===== src/rtl/irq_pc_pkg.sv =====
package irq_pc_pkg;
  typedef enum logic [1:0] {
    SVC_IDLE  = 2'd0,
    SVC_RUN   = 2'd1,
    SVC_LEAVE = 2'd2
  } svc_state_e;
endpackage


===== src/rtl/irq_enable_reg.sv =====
module irq_enable_reg (
  input  logic clk,
  input  logic rst_n,
  input  logic en_pulse_i,
  input  logic dis_pulse_i,
  output logic enabled_o
);
  logic en_q, en_d;

  always_comb begin
    en_d = en_q;
    if (dis_pulse_i)     en_d = 1'b0;
    else if (en_pulse_i) en_d = 1'b1;
  end

  always_ff @(posedge clk or negedge rst_n) begin
    if (!rst_n) en_q <= 1'b0;
    else        en_q <= en_d;
  end

  assign enabled_o = en_q;

  assert_dis_wins_R7: assert property (@(posedge clk) disable iff (!rst_n)
    dis_pulse_i |=> !enabled_o);
endmodule


===== src/rtl/irq_slot_prio.sv =====
module irq_slot_prio #(
  parameter int NUM_SLOTS = 8,
  localparam int IDX_W = (NUM_SLOTS > 1) ? $clog2(NUM_SLOTS) : 1
) (
  input  logic                 clk,
  input  logic                 rst_n,
  input  logic [NUM_SLOTS-1:0] req_i,
  output logic                 any_o,
  output logic [IDX_W-1:0]     idx_o
);
  logic [NUM_SLOTS-1:0] grant;

  generate
    for (genvar g = 0; g < NUM_SLOTS; g++) begin : g_grant
      if (g == 0) begin : g_first
        assign grant[g] = req_i[g];
      end else begin : g_rest
        assign grant[g] = req_i[g] & ~(|req_i[g-1:0]);
      end
    end
  endgenerate

  always_comb begin
    idx_o = '0;
    any_o = 1'b0;
    for (int i = NUM_SLOTS - 1; i >= 0; i--) begin
      if (req_i[i]) begin
        idx_o = IDX_W'(i);
        any_o = 1'b1;
      end
    end
  end

  assert_grant_onehot_R3: assert property (@(posedge clk) disable iff (!rst_n)
    $onehot0(grant) && (any_o == (|grant)));
  assert_grant_matches_idx_R3: assert property (@(posedge clk) disable iff (!rst_n)
    any_o |-> grant[idx_o]);
endmodule


===== src/rtl/irq_svc_fsm.sv =====
module irq_svc_fsm
  import irq_pc_pkg::*;
#(
  parameter int IDX_W = 3
) (
  input  logic             clk,
  input  logic             rst_n,
  input  logic             fetch_next_i,
  input  logic             enabled_i,
  input  logic             any_req_i,
  input  logic [IDX_W-1:0] req_idx_i,
  input  logic             clear_i,
  output logic             in_service_o,
  output logic [IDX_W-1:0] winner_o
);
  svc_state_e st_q, st_d;
  logic [IDX_W-1:0] win_q, win_d;
  logic             win_en;

  always_comb begin
    st_d   = st_q;
    win_en = 1'b0;
    win_d  = win_q;
    unique case (st_q)
      SVC_IDLE: begin
        if (fetch_next_i && enabled_i && any_req_i) begin
          st_d   = SVC_RUN;
          win_en = 1'b1;
          win_d  = req_idx_i;
        end
      end
      SVC_RUN: begin
        if (clear_i) st_d = fetch_next_i ? SVC_IDLE : SVC_LEAVE;
      end
      SVC_LEAVE: begin
        if (fetch_next_i) st_d = SVC_IDLE;
      end
      default: st_d = SVC_IDLE;
    endcase
    if (st_d == SVC_IDLE && st_q != SVC_IDLE) begin
      win_en = 1'b1;
      win_d  = '0;
    end
  end

  always_ff @(posedge clk or negedge rst_n) begin
    if (!rst_n) begin
      st_q  <= SVC_IDLE;
      win_q <= '0;
    end else begin
      st_q <= st_d;
      if (win_en) win_q <= win_d;
    end
  end

  assign in_service_o = (st_q != SVC_IDLE);
  assign winner_o     = win_q;

  assert_entry_on_fetch_R2: assert property (@(posedge clk) disable iff (!rst_n)
    $rose(in_service_o) |-> $past(fetch_next_i));
  assert_return_on_fetch_R6: assert property (@(posedge clk) disable iff (!rst_n)
    $fell(in_service_o) |-> $past(fetch_next_i));
  assert_winner_held_R5: assert property (@(posedge clk) disable iff (!rst_n)
    (in_service_o && $past(in_service_o)) |-> $stable(winner_o));
  assert_idle_winner_R9: assert property (@(posedge clk) disable iff (!rst_n)
    !in_service_o |-> (winner_o == '0));
endmodule


===== src/rtl/irq_pc_switch.sv =====
module irq_pc_switch #(
  parameter int NUM_SLOTS  = 8,
  parameter int PC_IDX_W   = 3,
  parameter int NORMAL_PC  = 7,
  parameter int SERVICE_PC = 6,
  localparam int IDX_W = (NUM_SLOTS > 1) ? $clog2(NUM_SLOTS) : 1
) (
  input  logic                 clk,
  input  logic                 rst_n,
  input  logic [NUM_SLOTS-1:0] slot_req_i,
  input  logic                 irq_enable_i,
  input  logic                 irq_disable_i,
  input  logic                 irq_clear_i,
  input  logic                 fetch_next_i,
  output logic [PC_IDX_W-1:0]  pc_sel_o,
  output logic                 in_service_o,
  output logic [IDX_W-1:0]     winner_o
);
  logic rst_meta, rst_sync_n;
  logic enabled, any_req;
  logic [IDX_W-1:0] req_idx;

  always_ff @(posedge clk or negedge rst_n) begin
    if (!rst_n) begin
      rst_meta   <= 1'b0;
      rst_sync_n <= 1'b0;
    end else begin
      rst_meta   <= 1'b1;
      rst_sync_n <= rst_meta;
    end
  end

  irq_enable_reg u_en (
    .clk        (clk),
    .rst_n      (rst_sync_n),
    .en_pulse_i (irq_enable_i),
    .dis_pulse_i(irq_disable_i),
    .enabled_o  (enabled)
  );

  irq_slot_prio #(.NUM_SLOTS(NUM_SLOTS)) u_prio (
    .clk  (clk),
    .rst_n(rst_sync_n),
    .req_i(slot_req_i),
    .any_o(any_req),
    .idx_o(req_idx)
  );

  irq_svc_fsm #(.IDX_W(IDX_W)) u_fsm (
    .clk         (clk),
    .rst_n       (rst_sync_n),
    .fetch_next_i(fetch_next_i),
    .enabled_i   (enabled),
    .any_req_i   (any_req),
    .req_idx_i   (req_idx),
    .clear_i     (irq_clear_i),
    .in_service_o(in_service_o),
    .winner_o    (winner_o)
  );

  assign pc_sel_o = in_service_o ? PC_IDX_W'(SERVICE_PC) : PC_IDX_W'(NORMAL_PC);

  assert_no_entry_disabled_R4: assert property (@(posedge clk) disable iff (!rst_sync_n)
    $rose(in_service_o) |-> $past(enabled) && $past(any_req));
  assert_pc_in_service_R9: assert property (@(posedge clk) disable iff (!rst_sync_n)
    in_service_o |-> (pc_sel_o == PC_IDX_W'(SERVICE_PC)));
endmodule


===== config.mk =====
export PLATFORM = sky130hd
export DESIGN_NAME = irq_pc_switch
export DESIGN_NICKNAME = d
export VERILOG_FILES = /design/src/rtl/irq_pc_pkg.sv /design/src/rtl/irq_enable_reg.sv /design/src/rtl/irq_slot_prio.sv /design/src/rtl/irq_svc_fsm.sv /design/src/rtl/irq_pc_switch.sv
export SDC_FILE = /design/constraint.sdc
export NUM_CORES = 1
export LEC_CHECK = 0
export CAP_MARGIN = 10
export CORE_AREA = 10 10 47 49
export CTS_BUF_LIST = sky130_fd_sc_hd__clkbuf_16
export DETAILED_ROUTE_END_ITERATION = 6
export DIE_AREA = 0 0 57 59
export HOLD_SLACK_MARGIN = 0.1
export PLACE_DENSITY = 0.67
export REMOVE_ABC_BUFFERS = 1
export SLEW_MARGIN = 5
export SYNTH_ARGS = -nofsm -noshare
export SYNTH_HDL_FRONTEND = slang
export SYNTH_SLANG_ARGS = --single-unit
export TNS_END_PERCENT = 10

===== constraint.sdc =====
create_clock -name clk -period 1.3 [get_ports clk]
set_input_delay 0.26 -clock clk [delete_from_list [all_inputs] [get_ports clk]]
set_output_delay 0.26 -clock clk [all_outputs]
set_load 0.01 [all_outputs]

==> results of run 1 <==
critical path, delay by kind of cell:
kind	cells	cell delay, ps
buf+inv	1	240
compound gates	2	330
simple gates	2	630
power by group through the flow:
stage / logic, mW / clock network (mW) / registers [mW]
final: 0.230 / 0.502 / 0.295
after global routing: 0.252 / 0.526 / 0.299
after CTS: 0.223 / 0.512 / 0.295
after detailed placement: 0.238 / 0 / 0.298
after global placement: 0.233 / 0 / 0.298
after floorplan: 0.0692 / 0 / 0.307
cells in the mapped netlist, drive strengths merged:
cell type and count:
and4bb 1, or4 2, conb 1, or2 1, o21ai 2, o22ai 1
a2111o 1, a211oi 2, buf 2, dfrtp 8, inv 3, nand3b 1
nor2 5, nand2 4, nor3b 1, nand2b 1, or2b 1, a21oi 6
o31ai 1
logic make-up (layout without fill, tap and decap cells):
group / count (synthesis) / after routing / synth area share, %
other: 1 / 3 / 0.895
buffers and inverters: 5 / 39 / 6.27
AO/OA/AOI/OAI: 13 / 13 / 20.9
AND/OR/NAND/NOR: 17 / 17 / 24.2
flip-flops: 8 / 8 / 47.8
what timing repair did:
| item | CTS | global route |
|---|---|---|
| hold buffers | 0 | 0 |
| setup endpoints to repair | 9 | 6 |
| pin swaps | 8 | 1 |
| resized for setup | 27 | 2 |
| buffers inserted | 2 | 0 |
final cells by class:
class	instances	share of cell area, %
Timing Repair Buffer	33	33.6
Clock buffer	3	9.29
Inverter	3	1.39
Tap cell	16	2.48
Sequential cell	8	24.8
Multi-Input combinational cell	33	28.5
sequential cells by signal, summed over array words and instances, names as in the netlist:
| name | count |
|---|---|
| u_fsm.st_q | 2 |
| u_fsm.winner_o | 3 |
| rst_meta | 1 |
| u_en.enabled_o | 1 |
| rst_sync_n | 1 |
per-layer routing:
metal  up-vias  GRT usage, %
li1        228             -
met3         2          3.43
met1       219          7.14
met4         0          5.03
met2        11          13.5
met5         -             0
worst paths after layout:
path | from | end | slack (ps) | cells past startpoint
setup / recovery | slot_req_i[3] | u_fsm.winner_o[1]$_DFFE_PN0P_ | -20 | 5
hold / removal | rst_sync_n$_DFF_PN0_ | u_en.enabled_o$_DFFE_PN0P_ | 100 | 0
setup reg to reg | u_fsm.st_q[1]$_DFF_PN0_ | u_fsm.winner_o[1]$_DFFE_PN0P_ | -10 | 4
hold reg to reg | rst_sync_n$_DFF_PN0_ | u_en.enabled_o$_DFFE_PN0P_ | 100 | 0
max in group asynchronous | rst_n | rst_meta$_DFF_PN0_ | 990 | 1
min in group clk | rst_meta$_DFF_PN0_ | rst_sync_n$_DFF_PN0_ | 340 | 0
per-stage QoR:
step                setup TNS (ps)  setup WS, ps  cells
global route                  -189         -64.4     96
detailed placement           -2170          -524     91
floorplan                    -93.4         -93.4     44
global placement             -2040          -494     91
finish                       -36.3         -21.1     96
CTS                          -14.0         -14.0     96
==> flow_metrics.tcl, run 1 <==
set metrics [dict create \
    outcome "finished, violations left" \
    violations "negative setup slack" \
    antenna_cells_inserted 0 \
    final.min_clock_period_ps 1320 \
    worst_hold_path_type "reg -> async" \
    synth.distinct_cells 22 \
    initial_utilization_pct 29.9 \
    setup_viol_count_final 2 \
    track_usage_pct 7.70 \
    cts_tree "yes" \
    synth_area_leader_cell "dfrtp_1" \
    gp_routability_congestion 0.772 \
    final_cell_mix "buf_4, dlygate4sd2_1, dfrtp_1" \
    grt_overflow 0 \
    mostFrequentLayoutCell "buf_4" \
    drt-vias-per-instance 4.79 \
    critPathArrivalTime_ps 1480 \
    fill_cell_total_of_the_finished_layout 135 \
    drt_first_iter_violations 4 \
    switching_share_pct 22.0 \
    number_of_global_route_vias_before_repair 491 \
    synth_top_cell_area_share_pct 47.8 \
    critPathMaxStageDelay_ps 540 \
    power.leakage_nw 0.391 \
    switching_power_mw 0.227 \
    detail_route.first_pass.iterations 2 \
    placedInstanceArea_um2 709 \
    power_per_cell_area_nw_per_um2 1270 \
    worstPathRequired_ps 1450 \
    die_width_um 57 \
    grt_max_degree 7 \
    part_of_the_power_in_registers_pct 28.7 \
    floorplan.die.height_um 59 \
    layout.area.seq_um2 200 \
    root_buffer "clkbuf_16" \
    critical_path.max_fanout 5 \
    layout-area-overhead-vs-synth_pct 92.8 \
    layout.nets 96 \
    post-route-drc-count 0 \
    p_int_mw 0.801 \
    min_period_over_period_pct 102 \
    clkLatencyLatePin_ps 230 \
    first_pass_grt_wire_length_um 2010 \
    hold_viol 0 \
    yosysWarningCount 0 \
    placementRows 14 \
    syn_area_um2 419 \
    clock.fmax_mhz 757 \
    finalWirelength_um 1290 \
    crit_chain "dlygate4sd2_1 > or4_4 > o21ai_4 > nand2_1 > a21oi_2" \
    routed-via-count 460 \
    maxCapViolCount 0 \
    met2RoutedLength_um 712 \
    pin_count 21 \
    ys_ff_latch 8 \
    endpoint_kind "flop" \
    ys_top_cells_by_area "dfrtp_1, a21oi_1, nor2_1" \
    crit_type "in -> reg" \
    power_mw 1.03 \
    detail-route-antenna-nets 0 \
    multiInputGateArea_um2 230 \
    grt_setup_unrepaired "true" \
    cts_htree_levels 1 \
    cts_num_sinks 8 \
    floorplan.die_area_um2 3360 \
    power.clock.fraction_pct 48.9 \
    syn-instance-count 44 \
    cpMaxStageDelayCell "or4_4" \
    topRoutingLayerUsed "met4" \
    wl_met1_um 499 \
    final.setup_skew_ps 0.742 \
    wl_per_cell_um 13.4 \
    vdd.ir_drop.worst_v 0.000903 \
    grt_antenna_before_repair 0 \
    cts.clk_slew.worst_paths_ps 40 \
    total_cts_buffers 3 \
    final.setup.worst_slack_ps -21.1 \
    port_buffer_count 18 \
    cts_max_path_buffers 2 \
    post_route_cells_drive_above_1_share_pct 37.5 \
    placeableCoreArea_um2 1400 \
    final_core_util_pct 57.7 \
    route.met3.wl_um 62 \
    final_area_um2 808 \
    place.detailed.hpwl_um 1000 \
    holdWs_ps 98.4 \
    comb_power_share_pct 22.4 \
    ys_seq_area_share_pct 47.8 \
    setup.worst_path.start_class "input port" \
    syn_area_per_cell_um2 9.53 \
    finalMaxSlewViolations 0 \
]
Power figures use the tool's default switching activity.
==> run 2, diff against run 1 <==
- GPL_TIMING_DRIVEN: unset -> 0
==> flow_metrics.tcl, run 2 (synthesis gave the netlist of run 1 again) <==
set metrics [dict create \
    layout.nets 86 \
    post-route-drc-count 0 \
    setup.worst_path.end "u_fsm.winner_o[1]$_DFFE_PN0P_" \
    gp_routability_congestion 0.698 \
    grt_setup_unrepaired "true" \
    min_period_over_period_pct 108 \
    wl_per_cell_um 13.3 \
    cts.clk_slew.worst_paths_ps 40 \
    first_pass_grt_wire_length_um 1750 \
    grt_max_degree 7 \
    worstRegToRegCells 5 \
    final.setup.worst_slack_ps -110 \
    cts_max_path_buffers 2 \
    power_per_cell_area_nw_per_um2 1370 \
    floorplan.die.height_um 59 \
    final.min_clock_period_ps 1410 \
    critPathArrivalTime_ps 1570 \
    layout-area-overhead-vs-synth_pct 75.8 \
    critical_path.max_fanout 5 \
    placementRows 14 \
    antenna_cells_inserted 0 \
    maxCapViolCount 0 \
    violations "negative setup slack" \
    die_width_um 57 \
    place.detailed.hpwl_um 806 \
    power.leakage_nw 0.350 \
    holdWs_ps 86.8 \
    floorplan.die_area_um2 3360 \
    pin_count 21 \
    grt_overflow 0 \
    clock.fmax_mhz 709 \
    cts.hold.buffers_added 0 \
    final.setup_skew_ps 0.584 \
    drt-vias-per-instance 4.78 \
    final_area_um2 737 \
    final_cell_mix "dlygate4sd2_1, dfrtp_1, a21oi_1" \
    finalWirelength_um 1150 \
    rr_startpoint "u_fsm.st_q[0]$_DFF_PN0_" \
    root_buffer "clkbuf_16" \
    routed-via-count 411 \
    p_int_mw 0.786 \
    power.clock.fraction_pct 50.5 \
    worst_hold_path_type "reg -> async" \
    switching_share_pct 22.3 \
    crit_type "reg -> reg" \
    startpoint "u_fsm.st_q[0]$_DFF_PN0_" \
    cts_htree_levels 1 \
    initial_utilization_pct 29.9 \
    comb_power_share_pct 20.3 \
    post_route_cells_drive_above_1_share_pct 28.6 \
    setup.worst_path.start_class "flop" \
    cts_tree "yes" \
    fin_setup_tns_ps -233 \
    number_of_global_route_vias_before_repair 436 \
    mostFrequentLayoutCell "dlygate4sd2_1" \
    hold_viol 0 \
    setup_viol_count_final 4 \
    worstReg2RegEnd "u_fsm.winner_o[1]$_DFFE_PN0P_" \
    detail_route.first_pass.iterations 4 \
    switching_power_mw 0.226 \
    placedInstanceArea_um2 612 \
    finalMaxSlewViolations 0 \
    track_usage_pct 6.44 \
    clkLatencyLatePin_ps 230 \
    detail-route-antenna-nets 0 \
    outcome "finished, violations left" \
    placeableCoreArea_um2 1400 \
    endpoint_kind "flop" \
    drt_first_iter_violations 7 \
    cts_num_sinks 8 \
    port_buffer_count 18 \
    part_of_the_power_in_registers_pct 29.2 \
    vdd.ir_drop.worst_v 0.000926 \
    rrSetupSlack_ps -110 \
    grt_antenna_before_repair 0 \
    worstPathRequired_ps 1460 \
    total_cts_buffers 3 \
    largest_register_ffs 3 \
]
## run 2: cell count changes in the layout (fill, tap and decap cells not counted)
cell	change
buf_4	-12
buf_6	+3
clkdlybuf4s15_1	-3
dlygate4sd2_1	+3
buf_2	-1
nor2_1	-1
nor2_2	+1
o22ai_1	+1
o22ai_2	-1
or2_2	+1
or2_4	-1
## run 2: worst min path at each step
| stage | startpoint | end | slack (ps) | depth (start not counted) |
|---|---|---|---|---|
| 2_1_floorplan | rst_n | rst_meta$_DFF_PN0_ | -40 | 0 |
| 3_3_place_gp | rst_sync_n$_DFF_PN0_ | u_fsm.st_q[1]$_DFF_PN0_ | 90 | 0 |
| 3_5_place_dp | rst_sync_n$_DFF_PN0_ | u_fsm.winner_o[0]$_DFFE_PN0P_ | 100 | 0 |
| 4_1_cts | rst_sync_n$_DFF_PN0_ | u_en.enabled_o$_DFFE_PN0P_ | 100 | 0 |
| 5_1_grt | rst_sync_n$_DFF_PN0_ | u_fsm.st_q[1]$_DFF_PN0_ | 120 | 0 |
| 6_report | rst_sync_n$_DFF_PN0_ | u_en.enabled_o$_DFFE_PN0P_ | 90 | 0 |
## run 2: area by class of cell
type / instances / area (µm²)
fill: 137 / 664
multi-input combinational: 33 / 224
timing repair buffer: 23 / 206
sequential: 8 / 200
clock buffer: 3 / 75.1
tap: 16 / 20.0
inverter: 3 / 11.3
## run 2: critical path: stages, from the launching register on
cell and delay, ps:
dfrtp_1 390, buf_6 120, and4bb_2 320, o21ai_4 80, a2111o_1 300, a21oi_2 120
## run 2: layer usage
metal  track usage [%]  vias to the layer above  share of wire, %  routed length (µm)
met5                 0                        -                 0                   0
met4              5.70                        0               1.2                  14
met3              2.36                        2               6.0                  69
met2              10.9                       12                52                 593
met1              6.06                      194                41                 470
li1                  -                      203                 -                   -
## run 2: power groups by stage
stage	registers [mW]	clock network [mW]	logic, mW
after floorplan	0.307	0	0.0692
after global placement	0.302	0	0.189
after detailed placement	0.303	0	0.189
after CTS	0.295	0.519	0.195
after global routing	0.298	0.534	0.226
final	0.295	0.511	0.205
## run 2: stage by stage
stage / std cells / power [mW] / setup slack, ps / utilization, %
6_report: 86 / 1.01 / -110 / 52.6
3_5_place_dp: 78 / 0.493 / -558 / 43.7
4_1_cts: 86 / 1.01 / -89.7 / 51.6
2_1_floorplan: 44 / 0.377 / -93.4 / -
3_3_place_gp: 78 / 0.491 / -574 / 43.7
5_1_grt: 86 / 1.06 / -145 / 52.6
## run 2: repair_timing
action,CTS,global route
pin swaps,7,1
resized for setup,25,3
setup endpoints to repair,9,6
setup buffers,5,0
==> run 3, diff against run 2 <==
- CAP_MARGIN: 10 -> 20
- SLEW_MARGIN: 5 -> 10
==> results of run 3 <==
The final DEF is identical to that of run 2; final timing and power are the same.
